### config.mk
export PLATFORM = sky130hd
export DESIGN_NAME = flash_erase_ctl
export DESIGN_NICKNAME = d
export VERILOG_FILES = /design/src/rtl/efc_pkg.sv /design/src/rtl/efc_dp.sv /design/src/rtl/efc_ctrl.sv /design/src/rtl/flash_erase_ctl.sv
export SDC_FILE = /design/constraint.sdc
export NUM_CORES = 1
export LEC_CHECK = 0
export BUFFER_PORTS_ARGS = -buffer_cell sky130_fd_sc_hd__buf_2
export CAP_MARGIN = 5
export CORE_UTILIZATION = 61
export CTS_BUF_LIST = sky130_fd_sc_hd__clkbuf_4
export CTS_CLUSTER_DIAMETER = 80
export DETAILED_ROUTE_END_ITERATION = 8
export GPL_ROUTABILITY_DRIVEN = 0
export HOLD_SLACK_MARGIN = 0.05
export PLACE_DENSITY_LB_ADDON = 0.12
export SLEW_MARGIN = 30
export SYNTH_ARGS = -nofsm -noshare
export SYNTH_HDL_FRONTEND = slang
export SYNTH_HIERARCHICAL = 1
export SYNTH_SLANG_ARGS = --single-unit
### constraint.sdc
create_clock -name clk -period 5.1 [get_ports clk]
set_clock_uncertainty 0.2 [all_clocks]
set_input_delay 0.255 -clock clk [delete_from_list [all_inputs] [get_ports clk]]
set_output_delay 0.255 -clock clk [all_outputs]
set_load 0.1 [all_outputs]
### src/rtl/efc_pkg.sv
package efc_pkg;

  localparam logic [10:0] UNLK_ADDR_A = 11'h555;
  localparam logic [10:0] UNLK_ADDR_B = 11'h2AA;
  localparam logic [7:0]  UNLK_DATA_A = 8'hAA;
  localparam logic [7:0]  UNLK_DATA_B = 8'h55;
  localparam logic [7:0]  CMD_SETUP   = 8'h80;
  localparam logic [7:0]  CMD_CHIP    = 8'h10;
  localparam logic [7:0]  CMD_SECT    = 8'h30;
  localparam logic [7:0]  CMD_SUSP    = 8'hB0;

  typedef enum logic [1:0] {
    MODE_READ  = 2'd0,
    MODE_PEND  = 2'd1,
    MODE_ERASE = 2'd2,
    MODE_SUSP  = 2'd3
  } mode_t;

  // strobes from control to datapath
  typedef struct packed {
    logic clrMask;
    logic addSect;
    logic setAll;
    logic winClr;
    logic winInc;
    logic ersClr;
    logic ersInc;
    logic suspClr;
    logic suspInc;
  } dpCtl_t;

  // decoded write and counter status from datapath to control
  typedef struct packed {
    logic unlkA;
    logic unlkB;
    logic setup;
    logic chipCmd;
    logic sectCmd;
    logic suspCmd;
    logic winDone;
    logic ersDone;
    logic suspDone;
  } dpStat_t;

endpackage

### src/rtl/efc_dp.sv
module efc_dp
  import efc_pkg::*;
#(
  parameter int SECT_W   = 3,
  parameter int WIN_CYC  = 16,
  parameter int ERS_CYC  = 40,
  parameter int SUSP_CYC = 6,
  localparam int ADDR_W  = SECT_W + 11,
  localparam int NUM_SECT = 1 << SECT_W
) (
  input  logic                clk,
  input  logic                rstN,
  input  logic [ADDR_W-1:0]   wrAddr,
  input  logic [7:0]          wrData,
  input  dpCtl_t              ctl,
  output dpStat_t             stat,
  output logic [NUM_SECT-1:0] eraseMask
);

  localparam int WIN_W  = $clog2(WIN_CYC + 1);
  localparam int ERS_W  = $clog2(ERS_CYC + 1);
  localparam int SUSP_W = $clog2(SUSP_CYC + 1);
  localparam logic [WIN_W-1:0]  WIN_LAST  = WIN_W'(WIN_CYC - 1);
  localparam logic [ERS_W-1:0]  ERS_LAST  = ERS_W'(ERS_CYC - 1);
  localparam logic [SUSP_W-1:0] SUSP_LAST = SUSP_W'(SUSP_CYC - 1);

  logic [WIN_W-1:0]  winCnt;
  logic [ERS_W-1:0]  ersCnt;
  logic [SUSP_W-1:0] suspCnt;
  logic [10:0]       lowAddr;
  logic [SECT_W-1:0] sectIdx;

  assign lowAddr = wrAddr[10:0];
  assign sectIdx = wrAddr[ADDR_W-1 -: SECT_W];

  always_comb begin
    stat.unlkA    = (lowAddr == UNLK_ADDR_A) && (wrData == UNLK_DATA_A);
    stat.unlkB    = (lowAddr == UNLK_ADDR_B) && (wrData == UNLK_DATA_B);
    stat.setup    = (lowAddr == UNLK_ADDR_A) && (wrData == CMD_SETUP);
    stat.chipCmd  = (lowAddr == UNLK_ADDR_A) && (wrData == CMD_CHIP);
    stat.sectCmd  = (wrData == CMD_SECT);
    stat.suspCmd  = (wrData == CMD_SUSP);
    stat.winDone  = (winCnt == WIN_LAST);
    stat.ersDone  = (ersCnt == ERS_LAST);
    stat.suspDone = (suspCnt == SUSP_LAST);
  end

  always_ff @(posedge clk or negedge rstN) begin
    if (!rstN) begin
      winCnt  <= '0;
      ersCnt  <= '0;
      suspCnt <= '0;
    end else begin
      if (ctl.winClr)       winCnt  <= '0;
      else if (ctl.winInc)  winCnt  <= winCnt + 1'b1;
      if (ctl.ersClr)       ersCnt  <= '0;
      else if (ctl.ersInc)  ersCnt  <= ersCnt + 1'b1;
      if (ctl.suspClr)      suspCnt <= '0;
      else if (ctl.suspInc) suspCnt <= suspCnt + 1'b1;
    end
  end

  always_ff @(posedge clk or negedge rstN) begin
    if (!rstN)             eraseMask <= '0;
    else if (ctl.clrMask)  eraseMask <= '0;
    else if (ctl.setAll)   eraseMask <= '1;
    else if (ctl.addSect)  eraseMask <= eraseMask | (NUM_SECT'(1) << sectIdx);
  end

endmodule

### src/rtl/efc_ctrl.sv
module efc_ctrl
  import efc_pkg::*;
(
  input  logic    clk,
  input  logic    rstN,
  input  logic    wrStb,
  input  dpStat_t stat,
  output dpCtl_t  ctl,
  output logic    ready,
  output logic    timerDone,
  output logic [1:0] mode
);

  typedef enum logic [3:0] {
    S_IDLE, S_P1, S_P2, S_P3, S_P4, S_P5,
    S_WIN, S_SECT, S_SWAIT, S_SUSP, S_CHIP
  } state_t;

  state_t state, nextState;

  always_ff @(posedge clk or negedge rstN) begin
    if (!rstN) state <= S_IDLE;
    else       state <= nextState;
  end

  always_comb begin
    nextState = state;
    ctl       = '0;
    unique case (state)
      S_IDLE: if (wrStb && stat.unlkA) nextState = S_P1;
      S_P1:   if (wrStb) nextState = stat.unlkB ? S_P2 : S_IDLE;
      S_P2:   if (wrStb) nextState = stat.setup ? S_P3 : S_IDLE;
      S_P3:   if (wrStb) nextState = stat.unlkA ? S_P4 : S_IDLE;
      S_P4:   if (wrStb) nextState = stat.unlkB ? S_P5 : S_IDLE;
      S_P5: if (wrStb) begin
        if (stat.chipCmd) begin
          nextState  = S_CHIP;
          ctl.setAll = 1'b1;
          ctl.ersClr = 1'b1;
        end else if (stat.sectCmd) begin
          nextState   = S_WIN;
          ctl.addSect = 1'b1;
          ctl.winClr  = 1'b1;
          ctl.ersClr  = 1'b1;
        end else begin
          nextState = S_IDLE;
        end
      end
      S_WIN: begin
        if (wrStb) begin
          if (stat.sectCmd) begin
            ctl.addSect = 1'b1;
            ctl.winClr  = 1'b1;
          end else if (stat.suspCmd) begin
            nextState   = S_SWAIT;
            ctl.suspClr = 1'b1;
          end else begin
            nextState   = S_IDLE;
            ctl.clrMask = 1'b1;
          end
        end else if (stat.winDone) begin
          nextState = S_SECT;
        end else begin
          ctl.winInc = 1'b1;
        end
      end
      S_SECT: begin
        if (stat.ersDone) begin
          nextState   = S_IDLE;
          ctl.clrMask = 1'b1;
        end else begin
          ctl.ersInc = 1'b1;
          if (wrStb && stat.suspCmd) begin
            nextState   = S_SWAIT;
            ctl.suspClr = 1'b1;
          end
        end
      end
      S_SWAIT: begin
        if (stat.suspDone) nextState = S_SUSP;
        else               ctl.suspInc = 1'b1;
      end
      S_SUSP: if (wrStb && stat.sectCmd) nextState = S_SECT;
      S_CHIP: begin
        if (stat.ersDone) begin
          nextState   = S_IDLE;
          ctl.clrMask = 1'b1;
        end else begin
          ctl.ersInc = 1'b1;
        end
      end
      default: nextState = S_IDLE;
    endcase
  end

  always_comb begin
    unique case (state)
      S_WIN:                   mode = MODE_PEND;
      S_SECT, S_SWAIT, S_CHIP: mode = MODE_ERASE;
      S_SUSP:                  mode = MODE_SUSP;
      default:                 mode = MODE_READ;
    endcase
    ready     = !(state inside {S_WIN, S_SECT, S_SWAIT, S_CHIP});
    timerDone = state inside {S_SECT, S_SWAIT, S_SUSP, S_CHIP};
  end

endmodule

### src/rtl/flash_erase_ctl.sv
module flash_erase_ctl
  import efc_pkg::*;
#(
  parameter int SECT_W   = 3,
  parameter int WIN_CYC  = 16,
  parameter int ERS_CYC  = 40,
  parameter int SUSP_CYC = 6,
  localparam int ADDR_W  = SECT_W + 11,
  localparam int NUM_SECT = 1 << SECT_W
) (
  input  logic                clk,
  input  logic                rstN,
  input  logic                wrStb,
  input  logic [ADDR_W-1:0]   wrAddr,
  input  logic [7:0]          wrData,
  output logic                ready,
  output logic                timerDone,
  output logic [1:0]          mode,
  output logic [NUM_SECT-1:0] eraseMask
);

  dpCtl_t  ctl;
  dpStat_t stat;

  efc_ctrl i_ctrl (
    .clk(clk), .rstN(rstN), .wrStb(wrStb), .stat(stat), .ctl(ctl),
    .ready(ready), .timerDone(timerDone), .mode(mode)
  );

  efc_dp #(
    .SECT_W(SECT_W), .WIN_CYC(WIN_CYC), .ERS_CYC(ERS_CYC), .SUSP_CYC(SUSP_CYC)
  ) i_dp (
    .clk(clk), .rstN(rstN), .wrAddr(wrAddr), .wrData(wrData),
    .ctl(ctl), .stat(stat), .eraseMask(eraseMask)
  );

endmodule

==> results_dict.tcl, run 1 <==
set metrics [dict create \
    rows 19 \
    pin_count 37 \
    syn_inst 201 \
    yosys-top-cells-count "nor2_1 (32), dfrtp_1 (26), nand2_1 (10), a21oi_1 (9), nand4_1 (7)" \
    fillers 224 \
    synth_nets 231 \
    clk_latency_ps 320 \
    root_buffer "clkbuf_4" \
    stdcell_count 262 \
    path_max_fanout 24 \
    fin_crit_sh 0.5352 \
    cts_resized 0 \
    cap_violations 0 \
    post-route-drc-count 6 \
    setup_tns_ps 0 \
    clk_pin_slew_ps 140 \
    failed_checks "design-rule violations" \
    post_drt_wl_per_cell_um 15.25 \
    grt_setup_unrepaired "false" \
    yosysMostFrequentCell "nor2_1" \
    synth_area_leaders "dfrtp_1 (36%), nor2_1 (6.6%), ha_1 (3.4%), xor2_1 (2.9%), a21oi_1 (2.5%)" \
    max_freq_mhz 366.3 \
    ir_worst_vdd_uv 374.1 \
    grt_max_degree 27 \
    gr-total-overflow 0 \
    vias 1657 \
    synth_edf_count 0 \
    die_x_um 56.71 \
    dp_hpwl_mm 2.953 \
    initial_core_util 0.6508 \
    htreeDepth 1 \
    slew_headroom 0.5079 \
    crit_type "reg2out" \
    grt_use_total 0.2695 \
    slew_viol_final 0 \
    cts_setup_buffers 0 \
    cp_data_required_time_ps 4640 \
    fin_util 0.7257 \
    cellLeakagePower_nw 0.9117 \
    grt_pass1_wl_mm 6.824 \
    synth_top_area_cell "dfrtp_1" \
    drt-pass1-iter-count 6 \
    tightest_slew_ps 732.0 \
    outcome "finished, violations left" \
    critPathCaptureType "primary output" \
    clock-sinks 26 \
    whs_path_depth 3 \
    ant_nets 0 \
    postSynthAreaPerCell_sq_um 9.082 \
    area_growth_pct 11.51 \
    viasPerCell 6.324 \
    ys_types 58 \
    path_cells "or4bb_1 -> nand2_1 -> buf_2" \
    cts_tree "built" \
    synth_seq_cells 26 \
    grt_pass1_vias 1563 \
    yosysSeqAreaShare 0.3564 \
    place_area_sq_mm 0.001953 \
    drive_above_1_share 0.2338 \
    critical_path.slowest_cell "dfrtp_1" \
    fin_nets 262 \
    ys.flop_type "dfrtp_1" \
    max_stage_delay_ps 840 \
    hp-class "in2reg" \
    design_area_sq_mm 0.002036 \
    arrival_ps 2270 \
    synth_async_sr_flop_share 1.000 \
    die_area_sq_mm 0.003215 \
    num_antenna_cells 0 \
    min_period_ps 2730 \
    cp-start-kind "flop" \
    portBuffers 36 \
    first_iter_violations 90 \
    ys_warn_count 6 \
    final_hold_viol_count 0 \
    cts_buffer_depth 2 \
    routed_wl_mm 3.995 \
    place_inst 255 \
    yosysTopAreaCellShare 0.3564 \
    syn_area_sq_mm 0.001826 \
    power.density_mw_per_mm2 482.4 \
    numCtsBuffers 3 \
    setup_viol 0 \
    ff2ff_path_depth 5 \
    grt_antenna_before_repair 0 \
    core_area_sq_mm 0.002805 \
    die_height_um 56.71 \
]
final timing paths:
kind                                         from           endpoint  slack (ps)
worst min register to register  i_dp/eraseMask[2]  i_dp/eraseMask[2]         330
worst min-delay path                   wrAddr[12]  i_dp/eraseMask[3]          60
min in group asynchronous                    rstN    i_ctrl/state[2]         240
worst max-delay path              i_ctrl/state[1]            mode[0]        2370
worst max register to register    i_ctrl/state[1]  i_dp/eraseMask[7]        2440
max in group asynchronous                    rstN     i_dp/ersCnt[3]        4080
worst max-delay path: cells and delay by family (launching register included):
family / cells / cell delay, ps
buffers and inverters: 1 / 420
flip-flops: 1 / 840
AND/OR/NAND/NOR: 2 / 690
power by group:
group	switching (W)	internal (W)	leakage (nW)
Combinational	0.000293	0.000183	0.559
Sequential	0.000103	0.000264	0.325
Clock	0.0000604	0.0000794	0.0279
registers in the layout (all words and copies together) (netlist names):
| signal | count |
|---|---|
| i_ctrl/state | 4 |
| i_dp/eraseMask | 8 |
| i_dp/ersCnt | 6 |
| i_dp/suspCnt | 3 |
| i_dp/winCnt | 5 |
cells in the final DEF (no fill, tap or decap), types with 5 or more instances in the layout:
master,synthesis,routed
nor3b_1,5,5
ha_1,5,5
nand2_1,10,10
nor2_1,32,32
a21oi_1,9,9
nand4_1,7,7
buf_2,1,36
nand3_1,5,5
dfrtp_1,26,26
xor2_1,6,6
a311oi_1,5,5
o21ai_0,5,5
nor2b_1,6,6
layer usage:
metal / up-vias / wire [um] / GRT usage
met5: - / 0 / 0
met2: 50 / 1990 / 0.4456
met4: 0 / 25 / 0.06786
met1: 808 / 1787 / 0.3661
li1: 795 / - / -
met3: 4 / 191 / 0.04608
area by class of cell:
type / count / area (sq um) / area share
Multi-Input combinational cell: 158 / 1069 / 0.5249
Clock buffer: 3 / 22.52 / 0.01106
Inverter: 4 / 15.01 / 0.007376
Timing Repair Buffer: 39 / 210.2 / 0.1033
Tap cell: 31 / 38.79 / 0.01905
Clock inverter: 1 / 30.03 / 0.01475
Sequential cell: 26 / 650.6 / 0.3196
timing repair:
| item | CTS | global route |
|---|---|---|
| hold buffers | 3 | 0 |
| setup endpoints to repair | 0 | 0 |
| hold endpoints to repair | 27 | 0 |
logic make-up after synthesis:
logic type | share of synthesized area
flops | 0.3564
fa+ha+maj | 0.03427
xor+xnor | 0.04318
buf+inv | 0.05825
mux | 0.03907
compound gates | 0.1405
simple gates | 0.3283
stage by stage:
step,power (W),hold slack [ps],worst slack (ps)
global placement,0.0008122,82.54,2444
floorplan,0.0007657,-240.6,2286
finish,0.0009820,62.11,2370
CTS,0.0009814,61.02,2397
global route,0.001050,66.91,2290
detailed placement,0.0008392,89.65,2336
No activity file was read; power rests on OpenSTA's default activity.
==> inputs of run 2 (changes only) <==
--- a/config.mk
+++ b/config.mk
@@ -7,7 +7,7 @@
 export LEC_CHECK = 0
 export BUFFER_PORTS_ARGS = -buffer_cell sky130_fd_sc_hd__buf_2
 export CAP_MARGIN = 5
-export CORE_UTILIZATION = 61
+export CORE_UTILIZATION = 57
 export CTS_BUF_LIST = sky130_fd_sc_hd__clkbuf_4
 export CTS_CLUSTER_DIAMETER = 80
 export DETAILED_ROUTE_END_ITERATION = 8
==> constraint.sdc (replaced) <==
create_clock -name clk -period 2.7 [get_ports clk]
set_clock_uncertainty 0.2 [all_clocks]
set_input_delay 0.135 -clock clk [delete_from_list [all_inputs] [get_ports clk]]
set_output_delay 0.135 -clock clk [all_outputs]
set_load 0.1 [all_outputs]
==> run 2 against run 1 <==
  * The flow now finishes without violations
  * Via count barely moved
  * Clock power rose by 94%
  * First-iteration DRC count rose by 36%
  * Total power rose by 92%
  * Critical path depth rose by 4
  * Core utilization fell by 3.2 points
  * Cell count rose by 8.0%
  * Sequential share of layout area fell by 1.2 points
  * Largest cell class unchanged
==> results_dict.tcl, run 2 (same netlist as run 1, synthesis figures left out) <==
set metrics [dict create \
    outcome "finished, final reports clean" \
    power.density_mw_per_mm2 889.7 \
    pin_count 37 \
    path_max_fanout 16 \
    ir_worst_vdd_uv 617.9 \
    seqCellArea_sq_um 651.9 \
    cap_violations 0 \
    clk_latency_ps 330 \
    cp-start-kind "flop" \
    critPathCaptureType "flop" \
    largest_reg_flops 8 \
    top_regs "i_dp/eraseMask: 8 flops, i_dp/ersCnt: 6 flops, i_dp/winCnt: 5 flops" \
    setup_viol 0 \
    design_area_sq_mm 0.002118 \
    num_antenna_cells 0 \
    max_freq_mhz 405.6 \
    initial_core_util 0.5980 \
    multiInputGateArea_sq_mm 0.001069 \
    arrival_ps 2540 \
    cts_tree "built" \
    first_iter_violations 122 \
    place_inst 274 \
    portBuffers 36 \
    crit_type "reg2reg" \
    core_area_sq_mm 0.003053 \
    grt_pass1_wl_mm 6.962 \
    viasPerCell 5.852 \
    min_period_ps 2465 \
    gr-total-overflow 0 \
    grt_antenna_before_repair 0 \
    stdcell_count 283 \
    clock-sinks 26 \
    final_common_cell "buf_2" \
    power.total_w 0.001885 \
    area_growth_pct 16.04 \
    cellLeakagePower_nw 0.9504 \
    numCtsBuffers 3 \
    root_buffer "clkbuf_4" \
    drive_above_1_share 0.2552 \
    die_x_um 58.59 \
    post_drt_wl_per_cell_um 14.53 \
    rows 20 \
    cts_buffer_depth 2 \
    final_hold_viol_count 0 \
    slew_viol_final 0 \
    dp_hpwl_mm 3.054 \
    slew_headroom 0.5684 \
    place_area_sq_mm 0.002014 \
    regMostFlops "i_dp/eraseMask" \
    htreeDepth 1 \
    die_height_um 58.59 \
    clk_pin_slew_ps 150 \
    cp_data_required_time_ps 2770 \
    routed_wl_mm 4.112 \
    setup_tns_ps 0 \
    grt_use_total 0.2628 \
    hp-class "in2async" \
    fillers 260 \
    vias 1656 \
    grt_pass1_vias 1563 \
    fin_crit_sh 0.9131 \
    post-route-drc-count 0 \
    layout_common_cells "buf_2 (36), nor2_1 (32), dfrtp_1 (25)" \
    drt-pass1-iter-count 4 \
    grt_max_degree 27 \
    fin_nets 270 \
    ant_nets 0 \
    tightest_slew_ps 638.4 \
    fin_util 0.6939 \
    grt_setup_unrepaired "false" \
    die_area_sq_mm 0.003433 \
]
==> run 2: cell count changes in the layout (fill, tap and decap cells not counted) <==
cell	before	now
buf_4	0	6
dfrtp_1	26	25
dfrtp_2	0	1
dlygate4sd3_1	3	5
==> run 2: what timing repair did <==
| action | in CTS | in global routing |
|---|---|---|
| endpoints found under the hold margin | 31 | 0 |
| setup buffers | 0 | 0 |
| hold buffers | 5 | 0 |
| endpoints found under the setup margin | 0 | 1 |
| resized for setup | 0 | 1 |
==> run 2: layout make-up <==
cell class                      instances  share of cell area
Sequential cell                        26              0.3077
Multi-Input combinational cell        158              0.5044
Timing Repair Buffer                   47              0.1299
Inverter                                4            0.007088
Clock inverter                          1             0.01418
Clock buffer                            3             0.01063
Tap cell                               44             0.02599
==> run 2: where the power goes <==
group / switching [W] / internal, W
registers: 0.000154 / 0.000500
clock network: 0.000122 / 0.000150
logic: 0.000594 / 0.000364
==> run 2: critical path, stage by stage, from the launching register on <==
cell and delay (ps):
dfrtp_2 560, buf_4 220, nor2b_1 210, o2111a_1 250
buf_4 170, nand4_1 100, dlygate4sd3_1 560, a21oi_1 130
==> run 2: path summary, 6_finish.rpt <==
path                                    from                end  slack, ps  cells past startpoint
max reg2reg                  i_ctrl/state[1]  i_dp/eraseMask[7]        230                      7
max                          i_ctrl/state[1]  i_dp/eraseMask[7]        230                      7
max in group asynchronous               rstN    i_ctrl/state[1]       1780                      2
min reg2reg                i_dp/eraseMask[6]  i_dp/eraseMask[6]        330                      2
min                                     rstN     i_dp/winCnt[4]        110                      2
min in group clk                       wrStb    i_dp/suspCnt[1]        120                      4
==> run 2: stage by stage <==
| step | hold WS [ps] | setup slack [ps] |
|---|---|---|
| 5_1_grt | 137.9 | 59.22 |
| 3_5_place_dp | -31.22 | 335.5 |
| 4_1_cts | 112.1 | 75.70 |
| 6_report | 110.3 | 234.6 |
| 2_1_floorplan | -360.6 | 5.991 |
| 3_3_place_gp | -53.53 | 430.3 |
==> run 2: per-layer routing <==
metal | part of all wire | global-route usage | vias to the layer above
met5 | 0 | 0 | -
met4 | 0.011 | 0.08163 | 0
met3 | 0.041 | 0.02857 | 5
met2 | 0.49 | 0.4548 | 43
met1 | 0.46 | 0.3470 | 795
li1 | - | - | 813
==> inputs of run 3 (changes only) <==
--- a/config.mk
+++ b/config.mk
@@ -5,6 +5,7 @@
 export SDC_FILE = /design/constraint.sdc
 export NUM_CORES = 1
 export LEC_CHECK = 0
+export ABC_AREA = 1
 export BUFFER_PORTS_ARGS = -buffer_cell sky130_fd_sc_hd__buf_2
 export CAP_MARGIN = 5
 export CORE_UTILIZATION = 57
==> run 3 against run 2 <==
  * Cell area rose by 8.1%
  * Critical path type unchanged
  * Clock power barely moved
  * First-iteration DRC count fell by 19%
  * Critical path depth rose by 2
  * Wire length rose by 6.4%
  * Largest cell class unchanged
  * Largest power group is now sequential cells
  * Register-to-register slack got worse by 99 ps
  * Fmax fell by 3.8%
  * Core utilization rose by 3.2 points
==> results_dict.tcl, run 3 <==
set metrics [dict create \
    synth_top_area_cell "dfrtp_1" \
    gr-total-overflow 0 \
    drive_above_1_share 0.2149 \
    portBuffers 36 \
    yosys-top-cells-count "nand2_1 (79), nor2_1 (48), inv_1 (36), dfrtp_1 (26), nand3_1 (21)" \
    layout_common_cells "nand2_1 (79), nor2_1 (48), inv_1 (36), buf_2 (36), dfrtp_1 (26)" \
    regMostFlops "i_dp/eraseMask" \
    slew_headroom 0.5909 \
    place_area_sq_mm 0.002160 \
    timing.hold.ws_ps 99.80 \
    crit_family "simple AND/OR/NAND/NOR gates" \
    setup_ws_ps 136.0 \
    final_hold_viol_count 0 \
    hp-class "in2reg" \
    clk_pin_slew_ps 150 \
    routed_wl_mm 4.375 \
    critical_path.slowest_cell "dlygate4sd3_1" \
    critPathCaptureType "flop" \
    grt_use_total 0.2676 \
    postSynthAreaPerCell_sq_um 6.682 \
    largest_reg_flops 8 \
    synth_area_leaders "dfrtp_1 (33%), nand2_1 (15%), nor2_1 (9.3%), inv_1 (6.9%), nand3_1 (5.4%)" \
    arrival_ps 2640 \
    drt-pass1-iter-count 5 \
    outcome "finished, final reports clean" \
    post_drt_wl_per_cell_um 11.54 \
    power.density_mw_per_mm2 365.0 \
    core_area_sq_mm 0.003153 \
    initial_core_util 0.6167 \
    top_regs "i_dp/eraseMask: 8 flops, i_dp/ersCnt: 6 flops, i_dp/winCnt: 5 flops" \
    num_antenna_cells 0 \
    max_freq_mhz 390.0 \
    synth_nets 321 \
    synth_edf_count 0 \
    design_area_sq_mm 0.002290 \
    place_ws_ps 376.8 \
    power.total_w 0.0008357 \
    grt_setup_unrepaired "false" \
    grt_antenna_before_repair 0 \
    cellLeakagePower_nw 1.224 \
    ant_nets 0 \
    rows 20 \
    min_period_ps 2564 \
    ys_types 33 \
    die_x_um 60.41 \
    die_area_sq_mm 0.003649 \
    cap_violations 0 \
    cpMostUsedCell "nand2_1" \
    root_buffer "clkbuf_4" \
    crit_type "reg2reg" \
    cts_buffer_depth 2 \
    synth_async_sr_flop_share 1.000 \
    grt_max_degree 27 \
    dp_hpwl_mm 3.342 \
    ys.flop_type "dfrtp_1" \
    setup_tns_ps 0 \
    whs_path_depth 4 \
    ctsHoldBuffers 7 \
    yosysTopAreaCellShare 0.3346 \
    vias 1912 \
    crit_buf_inv 3 \
    final_common_cell "nand2_1" \
    yosysMostFrequentCell "nand2_1" \
    ys_warn_count 6 \
    grt_pass1_vias 1735 \
    synth_seq_cells 26 \
    hold_path_startpoint "wrStb" \
    setup_viol 0 \
    timing.rr.start "i_ctrl/state[1]" \
    path_max_fanout 9 \
    post-route-drc-count 0 \
    viasPerCell 5.045 \
    syn_area_sq_mm 0.001944 \
    cts_tree "built" \
    syn_inst 291 \
    slew_viol_final 0 \
    rrSetupSlack_ps 140 \
    area_growth_pct 17.76 \
    cts_setup_buffers 0 \
    cp_data_required_time_ps 2770 \
    grt_pass1_wl_mm 7.327 \
    ir_worst_vdd_uv 434.9 \
    clk_latency_ps 330 \
    htreeDepth 1 \
    max_stage_delay_ps 570 \
    pin_count 37 \
    path_cells "inv_1 -> nor2_1 -> nand3b_2 -> nand2_1 -> nand2_1 -> inv_1 -> nand2_1 -> dlygate4sd3_1 -> a21oi_1" \
    numCtsBuffers 3 \
    first_iter_violations 99 \
    clock-sinks 26 \
    tightest_slew_ps 613.7 \
    r2r-end "i_dp/eraseMask[5]" \
    fin_nets 366 \
    die_height_um 60.41 \
    cts_resized 0 \
    fin_crit_sh 0.9496 \
    whs_endpoint "i_dp/winCnt[0]" \
    cp-start-kind "flop" \
    yosysSeqAreaShare 0.3346 \
    ff2ff_path_depth 9 \
]
run 3: worst max-delay path by stage:
| stage | slack, ps | startpoint | to | cells past startpoint |
|---|---|---|---|---|
| 2_1_floorplan | 420 | i_ctrl/state[3] | mode[0] | 3 |
| 3_3_place_gp | 390 | wrData[0] | i_dp/eraseMask[2] | 15 |
| 3_5_place_dp | 380 | wrData[0] | i_dp/eraseMask[2] | 15 |
| 4_1_cts | 220 | i_ctrl/state[1] | i_dp/eraseMask[5] | 9 |
| 5_1_grt | 30 | i_ctrl/state[1] | i_dp/eraseMask[5] | 9 |
| 6_report | 140 | i_ctrl/state[1] | i_dp/eraseMask[5] | 9 |
run 3: where the power goes:
group          internal [W]  leakage, nW  switching [W]
Combinational     0.0000582        0.860      0.0000998
Sequential         0.000397        0.336      0.0000109
Clock              0.000150       0.0279       0.000119
Total              0.000605         1.22       0.000230
run 3: cell families (layout without fill, tap and decap cells):
family | Yosys count | count (layout) | synth area share
buf+inv | 48 | 92 | 0.09910
xor+xnor | 3 | 3 | 0.01352
flops | 26 | 26 | 0.3346
fa+ha+maj | 5 | 5 | 0.03218
compound gates | 24 | 24 | 0.06886
simple gates | 185 | 185 | 0.4517
run 3: stage by stage:
| stage | std cells | util |
|---|---|---|
| 2_1_floorplan | 291 | - |
| 3_3_place_gp | 368 | 0.6849 |
| 3_5_place_dp | 368 | 0.6849 |
| 4_1_cts | 379 | 0.7238 |
| 5_1_grt | 379 | 0.7262 |
| 6_report | 379 | 0.7262 |
run 3: layout make-up:
cell class / count / area [sq um]
Tap cell: 44 / 55.05
Sequential cell: 26 / 650.6
Clock inverter: 1 / 30.03
Clock buffer: 3 / 22.52
Fill cell: 268 / 863.3
Timing Repair Buffer: 44 / 257.7
Inverter: 44 / 165.2
Multi-Input combinational cell: 217 / 1109
run 3: tightest hold or removal path: cells and delay by family:
family	cells	cell delay (ps)
buffers and inverters	1	140
AND/OR/NAND/NOR	3	330
run 3: per-layer routing:
layer | vias to the layer above | track usage | wire (um)
met4 | 0 | 0.06645 | 29
met1 | 848 | 0.3388 | 1981
met5 | - | 0 | 0
met2 | 57 | 0.4867 | 2157
li1 | 1003 | - | -
met3 | 4 | 0.02772 | 206
